$ cat config.mk
export PLATFORM = sky130hd
export DESIGN_NAME = irq_pq_bank
export DESIGN_NICKNAME = d
export VERILOG_FILES = /design/src/rtl/irq_pq_pkg.sv /design/src/rtl/irq_pq_decode.sv /design/src/rtl/irq_pq_cell.sv /design/src/rtl/irq_pq_notify_arb.sv /design/src/rtl/irq_pq_bank.sv
export SDC_FILE = /design/constraint.sdc
export NUM_CORES = 1
export LEC_CHECK = 0
export BUFFER_PORTS_ARGS = -buffer_cell sky130_fd_sc_hd__clkbuf_2
export CORE_AREA = 5 5 75 77
export CTS_CLUSTER_SIZE = 40
export DETAILED_ROUTE_END_ITERATION = 8
export DIE_AREA = 0 0 80 82
export PLACE_DENSITY_LB_ADDON = 0.2
export SLEW_MARGIN = 20
export SYNTH_ARGS = -nofsm -noshare
export SYNTH_HDL_FRONTEND = slang
export SYNTH_SLANG_ARGS = --single-unit
export TNS_END_PERCENT = 30
$ cat constraint.sdc
create_clock -name clk -period 3.8 [get_ports clk]
set_input_delay 0.38 -clock clk [delete_from_list [all_inputs] [get_ports clk]]
set_output_delay 0.38 -clock clk [all_outputs]
set_load 0.005 [all_outputs]
$ cat src/rtl/irq_pq_pkg.sv
package irq_pq_pkg;

   typedef enum logic [1:0] {
      PQ_OP_NONE = 2'd0,
      PQ_OP_GET  = 2'd1,
      PQ_OP_EOI  = 2'd2,
      PQ_OP_SET  = 2'd3
   } pq_op_e;

   typedef struct packed {
      pq_op_e     op;
      logic [1:0] val;
   } pq_cmd_t;

   localparam logic [1:0] PQ_IDLE   = 2'b00;
   localparam logic [1:0] PQ_MASKED = 2'b01;
   localparam logic [1:0] PQ_PEND   = 2'b10;
   localparam logic [1:0] PQ_PENDQ  = 2'b11;

   localparam logic [11:0] OFF_LOAD_EOI  = 12'h000;
   localparam logic [11:0] OFF_STORE_EOI = 12'h400;
   localparam logic [11:0] OFF_GET       = 12'h800;
   localparam logic [11:0] OFF_SET_00    = 12'hC00;
   localparam logic [11:0] OFF_SET_01    = 12'hD00;
   localparam logic [11:0] OFF_SET_10    = 12'hE00;
   localparam logic [11:0] OFF_SET_11    = 12'hF00;

endpackage

$ cat src/rtl/irq_pq_decode.sv
module irq_pq_decode
   import irq_pq_pkg::*;
#(
   parameter int NUM_SRC      = 8,
   parameter int ADDR_W       = 16,
   parameter int PAGE_BITS    = 12,
   parameter bit STORE_EOI_EN = 1'b1,
   localparam int SRC_W       = (NUM_SRC > 1) ? $clog2(NUM_SRC) : 1,
   localparam int PG_W        = ADDR_W - PAGE_BITS
)(
   input  logic              req_valid_i,
   input  logic              req_write_i,
   input  logic [ADDR_W-1:0] req_addr_i,
   output pq_cmd_t           cmd_o,
   output logic [NUM_SRC-1:0] sel_o,
   output logic [SRC_W-1:0]  src_o,
   output logic              load_hit_o
);

   logic [PG_W-1:0]      page;
   logic [PAGE_BITS-1:0] off;
   logic                 page_ok;
   pq_op_e               load_op;
   pq_op_e               store_op;
   pq_cmd_t              cmd;

   assign page    = req_addr_i[ADDR_W-1:PAGE_BITS];
   assign off     = req_addr_i[PAGE_BITS-1:0];
   assign page_ok = (int'(page) < NUM_SRC);
   assign src_o   = page[SRC_W-1:0];

   always_comb begin
      load_op = PQ_OP_NONE;
      if (off == PAGE_BITS'(OFF_LOAD_EOI))     load_op = PQ_OP_EOI;
      else if (off == PAGE_BITS'(OFF_GET))     load_op = PQ_OP_GET;
      else if (off == PAGE_BITS'(OFF_SET_00) || off == PAGE_BITS'(OFF_SET_01) ||
               off == PAGE_BITS'(OFF_SET_10) || off == PAGE_BITS'(OFF_SET_11))
         load_op = PQ_OP_SET;
   end

   generate
      if (STORE_EOI_EN) begin : g_store_eoi
         assign store_op = (off == PAGE_BITS'(OFF_STORE_EOI)) ? PQ_OP_EOI : PQ_OP_NONE;
      end else begin : g_no_store_eoi
         assign store_op = PQ_OP_NONE;
      end
   endgenerate

   always_comb begin
      cmd.op  = PQ_OP_NONE;
      cmd.val = off[9:8];
      if (req_valid_i && page_ok) begin
         cmd.op = req_write_i ? store_op : load_op;
      end
   end

   assign cmd_o      = cmd;
   assign load_hit_o = req_valid_i && !req_write_i && (cmd.op != PQ_OP_NONE);

   generate
      for (genvar i = 0; i < NUM_SRC; i++) begin : g_sel
         assign sel_o[i] = (cmd.op != PQ_OP_NONE) && (int'(page) == i);
      end
   endgenerate

endmodule

$ cat src/rtl/irq_pq_cell.sv
module irq_pq_cell
   import irq_pq_pkg::*;
(
   input  logic       clk,
   input  logic       rst_n,
   input  logic       sel_i,
   input  pq_cmd_t    cmd_i,
   input  logic       trig_i,
   output logic [1:0] pq_o,
   output logic       evt_o
);

   logic [1:0] pq_q;
   logic [1:0] mid;
   logic [1:0] nxt;
   logic       acc_evt;
   logic       trg_evt;

   // Access first, then the trigger on the result.
   always_comb begin
      mid     = pq_q;
      acc_evt = 1'b0;
      if (sel_i) begin
         case (cmd_i.op)
            PQ_OP_SET: mid = cmd_i.val;
            PQ_OP_EOI: begin
               if (pq_q[1]) begin
                  if (pq_q[0]) begin
                     mid     = PQ_PEND;
                     acc_evt = 1'b1;
                  end else begin
                     mid = PQ_IDLE;
                  end
               end
            end
            default: mid = pq_q;
         endcase
      end
   end

   always_comb begin
      nxt     = mid;
      trg_evt = 1'b0;
      if (trig_i) begin
         case (mid)
            PQ_IDLE: begin
               nxt     = PQ_PEND;
               trg_evt = 1'b1;
            end
            PQ_PEND:  nxt = PQ_PENDQ;
            PQ_PENDQ: nxt = PQ_PENDQ;
            default:  nxt = PQ_MASKED;
         endcase
      end
   end

   always_ff @(posedge clk or negedge rst_n) begin
      if (!rst_n) pq_q <= PQ_IDLE;
      else        pq_q <= nxt;
   end

   assign pq_o  = pq_q;
   assign evt_o = acc_evt | trg_evt;

   AST_TRIG_FROM_IDLE: assert property (@(posedge clk) disable iff (!rst_n)
      (!sel_i && trig_i && pq_q == PQ_IDLE) |=> (pq_q == PQ_PEND));
   AST_MASKED_HOLDS: assert property (@(posedge clk) disable iff (!rst_n)
      (!sel_i && pq_q == PQ_MASKED) |=> (pq_q == PQ_MASKED));
   AST_EVENT_LEAVES_PENDING: assert property (@(posedge clk) disable iff (!rst_n)
      evt_o |=> pq_q[1]);

endmodule

$ cat src/rtl/irq_pq_notify_arb.sv
module irq_pq_notify_arb #(
   parameter int NUM_SRC = 8,
   localparam int SRC_W  = (NUM_SRC > 1) ? $clog2(NUM_SRC) : 1
)(
   input  logic               clk,
   input  logic               rst_n,
   input  logic [NUM_SRC-1:0] evt_i,
   input  logic               ready_i,
   output logic               valid_o,
   output logic [SRC_W-1:0]   src_o
);

   logic [NUM_SRC-1:0] pend_q;
   logic [NUM_SRC-1:0] grant_oh;
   logic [SRC_W-1:0]   grant_idx;
   logic               accept;

   always_comb begin
      grant_oh  = '0;
      grant_idx = '0;
      for (int i = NUM_SRC - 1; i >= 0; i--) begin
         if (pend_q[i]) begin
            grant_oh  = '0;
            grant_oh[i] = 1'b1;
            grant_idx = SRC_W'(i);
         end
      end
   end

   assign valid_o = |pend_q;
   assign src_o   = grant_idx;
   assign accept  = valid_o && ready_i;

   always_ff @(posedge clk or negedge rst_n) begin
      if (!rst_n) pend_q <= '0;
      else        pend_q <= (pend_q & ~(accept ? grant_oh : '0)) | evt_i;
   end

   AST_NOTIFY_HELD: assert property (@(posedge clk) disable iff (!rst_n)
      (valid_o && !ready_i) |=> valid_o);
   AST_GRANT_ONEHOT: assert property (@(posedge clk) disable iff (!rst_n)
      $onehot0(grant_oh));

endmodule

$ cat src/rtl/irq_pq_bank.sv
module irq_pq_bank
   import irq_pq_pkg::*;
#(
   parameter int NUM_SRC      = 8,
   parameter int ADDR_W       = 16,
   parameter int PAGE_BITS    = 12,
   parameter bit STORE_EOI_EN = 1'b1,
   localparam int SRC_W       = (NUM_SRC > 1) ? $clog2(NUM_SRC) : 1
)(
   input  logic               clk,
   input  logic               rst_n,
   input  logic [NUM_SRC-1:0] trig_i,
   input  logic               req_valid_i,
   input  logic               req_write_i,
   input  logic [ADDR_W-1:0]  req_addr_i,
   output logic               resp_valid_o,
   output logic [63:0]        resp_data_o,
   output logic               notify_valid_o,
   output logic [SRC_W-1:0]   notify_src_o,
   input  logic               notify_ready_i
);

   generate
      if (NUM_SRC < 1) begin : g_chk_num
         $error("NUM_SRC must be at least 1");
      end
      if (PAGE_BITS < 12) begin : g_chk_page
         $error("PAGE_BITS must cover the 12-bit control offsets");
      end
      if (ADDR_W - PAGE_BITS < SRC_W) begin : g_chk_addr
         $error("ADDR_W too narrow for NUM_SRC pages");
      end
   endgenerate

   pq_cmd_t            cmd;
   logic [NUM_SRC-1:0] sel_vec;
   logic [SRC_W-1:0]   src_idx;
   logic               load_hit;
   logic [1:0]         pq_vec [NUM_SRC];
   logic [NUM_SRC-1:0] evt_vec;
   logic               resp_valid_q;
   logic [63:0]        resp_data_q;

   irq_pq_decode #(
      .NUM_SRC      (NUM_SRC),
      .ADDR_W       (ADDR_W),
      .PAGE_BITS    (PAGE_BITS),
      .STORE_EOI_EN (STORE_EOI_EN)
   ) u_decode (
      .req_valid_i (req_valid_i),
      .req_write_i (req_write_i),
      .req_addr_i  (req_addr_i),
      .cmd_o       (cmd),
      .sel_o       (sel_vec),
      .src_o       (src_idx),
      .load_hit_o  (load_hit)
   );

   generate
      for (genvar i = 0; i < NUM_SRC; i++) begin : g_src
         irq_pq_cell u_cell (
            .clk    (clk),
            .rst_n  (rst_n),
            .sel_i  (sel_vec[i]),
            .cmd_i  (cmd),
            .trig_i (trig_i[i]),
            .pq_o   (pq_vec[i]),
            .evt_o  (evt_vec[i])
         );
      end
   endgenerate

   irq_pq_notify_arb #(
      .NUM_SRC (NUM_SRC)
   ) u_notify (
      .clk     (clk),
      .rst_n   (rst_n),
      .evt_i   (evt_vec),
      .ready_i (notify_ready_i),
      .valid_o (notify_valid_o),
      .src_o   (notify_src_o)
   );

   always_ff @(posedge clk or negedge rst_n) begin
      if (!rst_n) begin
         resp_valid_q <= 1'b0;
         resp_data_q  <= '0;
      end else begin
         resp_valid_q <= req_valid_i && !req_write_i;
         if (req_valid_i && !req_write_i) begin
            resp_data_q <= load_hit ? {62'd0, pq_vec[src_idx]} : '1;
         end
      end
   end

   assign resp_valid_o = resp_valid_q;
   assign resp_data_o  = resp_data_q;

   AST_LOAD_ANSWERED: assert property (@(posedge clk) disable iff (!rst_n)
      (req_valid_i && !req_write_i) |=> resp_valid_o);
   AST_STORE_SILENT: assert property (@(posedge clk) disable iff (!rst_n)
      (!req_valid_i || req_write_i) |=> !resp_valid_o);
   AST_ONE_TARGET: assert property (@(posedge clk) disable iff (!rst_n)
      $onehot0(sel_vec));

endmodule

# Word level (Yosys, flattened, before mapping)
# Index checks and enable logic that the tools add are counted.
# word_totals
reg_bits	89
out_inout_bits	69
wordCells	215
# op_classes
magnitude_cmp	2
eq_ne	31
mux	123
bitwise	12
n_reduce_logical	36
# ops
cell	n
$mux W2	40
$mux W8	9
$mux W64	1
$pmux W2 S2	16
$eq A12 B12 Y1 const B	5
$mux W1	48
$eq A2 B2 Y1 const B	18
$mux W3	8
$eq A4 B4 Y1 const B	4
$logic_not A2 Y1	8
$reduce_or A2 Y1	8
$eq A12 B11 Y1 const B	1
$logic_and A1 B1 Y1	12
$logic_not A12 Y1	1
$and A8 B8 Y8	1
$eq A4 B3 Y1 const B	2
$not A8 Y8	1
$or A1 B1 Y1	8
$or A8 B8 Y8	1
$reduce_or A8 Y1	1
$bmux W2 S3	1
$eq A4 B2 Y1 const B	1
$ge A4 B4 Y1 const B	1
$logic_not A4 Y1	1
other kinds (5)	7

# Logic depth before layout (Yosys ltp)
# logic_depth
word_depth	17
depth_mapped	7

# Modules after synthesis
# Synthesis repeated with hierarchy kept, for this count alone.
# hier_totals
hier_cells	308
hier_area_um2	2560.0
# modules_own_cells
module	n_inst	cells_per_inst	area_each_um2	seq_area_each_um2
irq_pq_cell	8	18	140.1	50.0
irq_pq_bank	1	87	737.0	100.1
irq_pq_notify_arb	1	38	397.9	200.2
irq_pq_decode	1	39	304.0	0.0

# Worst setup path before layout
# OpenSTA, ideal clock, no wires.
# synth_path
path_kind	input -> register
from	input port req_addr_i[12]
to	register g_src[4].u_cell.pq_q[0]
setup_time_ns	0.124
t_arrival_ns	1.837
path_slack_ns	1.840
path_stages	6
n_path_buf	1
path_cell_list	buf_2 > nor4b_2 > nand4_2 > o31a_1 > a31o_1 > a211o_1
# synth_via
elab_chain_cells	10
# synth_lines
item	line	rtl
from (decl)	irq_pq_bank.sv:15	input logic [ADDR_W-1:0] req_addr_i,
$lt A4 B4 Y1	irq_pq_decode.sv:29	assign page_ok = (int'(page) < NUM_SRC);
$logic_and A1 B1 Y1	irq_pq_decode.sv:52	if (req_valid_i && page_ok) begin
$mux W2	irq_pq_decode.sv:52	
$eq A2 B2 Y1 / $reduce_bool A2 Y1 (equally long branches)	irq_pq_cell.sv:24, irq_pq_decode.sv:62	
$pmux W2 S2 / $logic_and A1 B1 Y1 (equally long branches)	irq_pq_cell.sv:24, irq_pq_decode.sv:62	
$mux W2 (*)	irq_pq_cell.sv:23	if (sel_i) begin
$eq A2 B2 Y1	irq_pq_cell.sv:45	case (mid)
$reduce_or A2 Y1 (no line)	n/a	
$pmux W2 S2	irq_pq_cell.sv:45	
$mux W2 (*)	irq_pq_cell.sv:44	if (trig_i) begin
net g_src[4].u_cell.nxt[0]	irq_pq_cell.sv:15	logic [1:0] nxt;
to (signal assigned)	irq_pq_cell.sv:59	else pq_q <= nxt;
to (decl)	irq_pq_cell.sv:13	logic [1:0] pq_q;
# Mark *: on every way through the listed nets, which the timed path passes. The rest lies on a longest branch.
# A chain may end at the register's enable or synchronous reset.

# Final worst setup path
# layout_path
from	input port req_addr_i[11]
to	register g_src[1].u_cell.pq_q[0]
# layout_via
elab_chain_cells	16
# layout_lines
item	line	rtl
$eq A12 B12 Y1	irq_pq_decode.sv:36	else if (off == PAGE_BITS'(OFF_SET_00) || off == PAGE_BITS'(OFF_SET_01) ||
$logic_or A1 B1 Y1 (2 in a row)	irq_pq_decode.sv:36	
$logic_or A1 B1 Y1	irq_pq_decode.sv:37	off == PAGE_BITS'(OFF_SET_10) || off == PAGE_BITS'(OFF_SET_11))
$mux W2	irq_pq_decode.sv:36	
$mux W2	irq_pq_decode.sv:35	else if (off == PAGE_BITS'(OFF_GET)) load_op = PQ_OP_GET;
$mux W2	irq_pq_decode.sv:34	if (off == PAGE_BITS'(OFF_LOAD_EOI)) load_op = PQ_OP_EOI;
$mux W2 (*)	irq_pq_decode.sv:53	cmd.op = req_write_i ? store_op : load_op;
$mux W2 (*)	irq_pq_decode.sv:52	
$eq A2 B2 Y1 / $reduce_bool A2 Y1 (equally long branches)	irq_pq_cell.sv:24, irq_pq_decode.sv:62	
$pmux W2 S2 / $logic_and A1 B1 Y1 (equally long branches)	irq_pq_cell.sv:24, irq_pq_decode.sv:62	
$mux W2 (*)	irq_pq_cell.sv:23	
$eq A2 B2 Y1	irq_pq_cell.sv:45	
$reduce_or A2 Y1 (no line)	n/a	
$pmux W2 S2	irq_pq_cell.sv:45	
$mux W2 (*)	irq_pq_cell.sv:44	
net g_src[1].u_cell.nxt[0]	irq_pq_cell.sv:15	
to (signal assigned)	irq_pq_cell.sv:59	
to (decl)	irq_pq_cell.sv:13	
# Marks and branches as above.

==> out/results.txt <==
status: finished, final reports clean
worst r2r src: u_notify.pend_q[0]
n_diodes: 0
syn avg cell area: 9.09 um2
TritonRoute pass-1 iters: 4
io pins: 98
delay-heaviest family, CP: compound AO/OA/AOI/OAI gates
critical path type: primary input to register
Synth cell types: 55
fraction of layout cells with a size suffix above 1: 39.8%
CORE AREA: 4940 um2
Cells after Synth: 281
Hold Fails Final Rpt: 0
Post-synth top cells: buf_4, dfrtp_1, o21ai_0, nor2_1
vias in the first global route: 1,959
die area: 6560 um2
CTS tree: done
die height: 82 um
clock slew at reported path FFs: 0.10 ns
CTS buffer count: 3
grt ovf: 0
buffers added on ports: 97
die width: 80 um
first-pass GRT wire length: 9980 um
post-synth top area share: 27.4%
initial DRC count: 110
Slew HR: 47.3%
Synth Net Count: 310
RSZ-0062 raised after global routing: false
Num Clock Sinks: 28
Mapped Area: 2550 um2
Min Clock Period, post-route: 2.29 ns
Placer Congestion: 0.931
Root Driver: clkbuf_8
cell area after layout: 2690 um2
CP max stage cell: or3_1
Most used DFF post-synth: dfrtp_1
wire per inst: 16.4 um
CP Buf/Inv Count: 1
Worst setup SP type: primary input
r2r endpoint: u_notify.pend_q[7]
Leakage: 1.15 nW
CP arrival: 2.45 ns
Hold-fix buffers, CTS: 0
Initial Util: 51.6%
async set or reset register ratio after synthesis: 100%
hold crit path type: primary input to asynchronous set/reset pin
H-tree depth: 1
Seq/Total Area, Yosys: 27.4%
Cell Area, Placed: 2630 um2
Yosys top cell by area: dfrtp_1
CP endpoint kind: register
Post-synth EDFFs: 0
fin crit share: 60.2%
Setup Viol. Count Final: 0
detailed placement HPWL: 4930 um
YS warnings: 0
Post-CTS Setup Bufs: 0
crit path cell chain: clkbuf_2 -> or3_1 -> o21a_1 -> o41ai_1 -> o21ai_0 -> a211o_1
Worst R2R Setup Slack: 1.89 ns
synthesized flop and latch total: 28
Worst-Margin Slew: 0.790 ns
largest net degree at the start of global routing: 63
PwrDens: 217 nW/um2
R2R cell count: 5
final net count: 344
# DRC: 0
most common cell in the netlist: buf_4
CP max FO: 18
CP peak stage delay: 0.55 ns
PostCTS Resize Cnt: 0
initial antenna violation count: 0
GRT Total Usage: 19.3%
Layout area overhead: 5.14%
highest clock rate: 0.437 GHz
DRT antenna net count: 0
Slew Viols, Final: 0
Synth area leaders: dfrtp_1, buf_4, o21ai_0, mux4_2, nor2_1
DRT Wirelength: 6290 um
Crit path depth: 6
Clk Latency, worst-skew pair: 0.28 ns
skew final: 0.00682 ns
Vias/cell: 5.65
Vias: 2,168
fill cell count: 483
setup TNS: 0 ns
Row Count: 26
Max-Cap Viols: 0
Max VDD drop: 136 uV
Crit path required time: 3.97 ns
clk buf depth: 2
[logic make-up (layout without fill, tap and decap cells)]
group                  count (synthesis)  in the layout  synth area share (%)
AO/OA/AOI/OAI                         82             82                  25.7
XOR/XNOR                               1              1                 0.343
buffers and inverters                 75            108                  20.9
flip-flops                            28             28                  27.4
multiplexers                           6              6                  4.31
AND/OR/NAND/NOR                       89             89                  21.3
[layout by cell type, fill, tap and decap left out, types with 5 or more instances in the layout]
| master | count |
|---|---|
| o31ai_1 | 7 |
| nor3_1 | 12 |
| nand3b_1 | 8 |
| nor2_1 | 19 |
| o21ai_0 | 22 |
| nand4_1 | 5 |
| nand3_1 | 8 |
| clkbuf_2 | 97 |
| nand2_1 | 12 |
| dfrtp_1 | 28 |
[power breakdown]
part / switching, W / internal, W
Combinational: 0.0000543 / 0.0000322
Sequential: 0.00000617 / 0.000302
Clock: 0.0000958 / 0.0000929
Total: 0.000156 / 0.000427
[state kept, by name (all words and copies together) (netlist names)]
register,count
g_src.u_cell.pq_o,16
u_notify.pend_q,8
resp_data_o,3
resp_valid_o,1
[layer usage]
| layer | share of wire, % | up-vias | wire (um) | GRT usage (%) |
|---|---|---|---|---|
| met5 | 0 | - | 0 | 0 |
| met1 | 46 | 1022 | 2910 | 27.7 |
| li1 | - | 1060 | - | - |
| met3 | 4.8 | 4 | 300 | 1.97 |
| met4 | 0.76 | 0 | 48 | 5.57 |
| met2 | 48 | 82 | 3030 | 31.0 |
[layout make-up]
cell class / instances / area (um2) / share of cell area, %
Inverter: 4 / 15.0 / 0.559
Multi-Input combinational cell: 178 / 1320 / 49.1
Sequential cell: 28 / 701 / 26.1
Tap cell: 70 / 87.6 / 3.26
Timing Repair Buffer: 100 / 508 / 18.9
Clock buffer: 4 / 55.1 / 2.05
[per-stage QoR]
step                setup WS [ns]  power [W]  utilization (%)  hold slack (ns)  instances
finish                       1.51   0.000584             54.3            0.146        384
global route                 1.33   0.000612             54.3            0.206        384
CTS                          1.53   0.000590             54.3            0.169        384
detailed placement           1.22   0.000400             53.2            0.476        380
global placement             1.27   0.000399             53.2            0.468        380
floorplan                    1.84   0.000362                -           0.0844        281
[worst max-delay path by stage]
| stage | start | end |
|---|---|---|
| detailed placement | req_addr_i[11] | g_src[4].u_cell.pq_o[0] |
| global placement | req_addr_i[11] | g_src[4].u_cell.pq_o[0] |
| CTS | req_addr_i[11] | g_src[4].u_cell.pq_o[0] |
| global route | req_addr_i[11] | g_src[1].u_cell.pq_o[0] |
| finish | req_addr_i[11] | g_src[1].u_cell.pq_o[0] |
| floorplan | req_addr_i[12] | g_src[4].u_cell.pq_o[0] |
(Power assumes the default switching activity.)
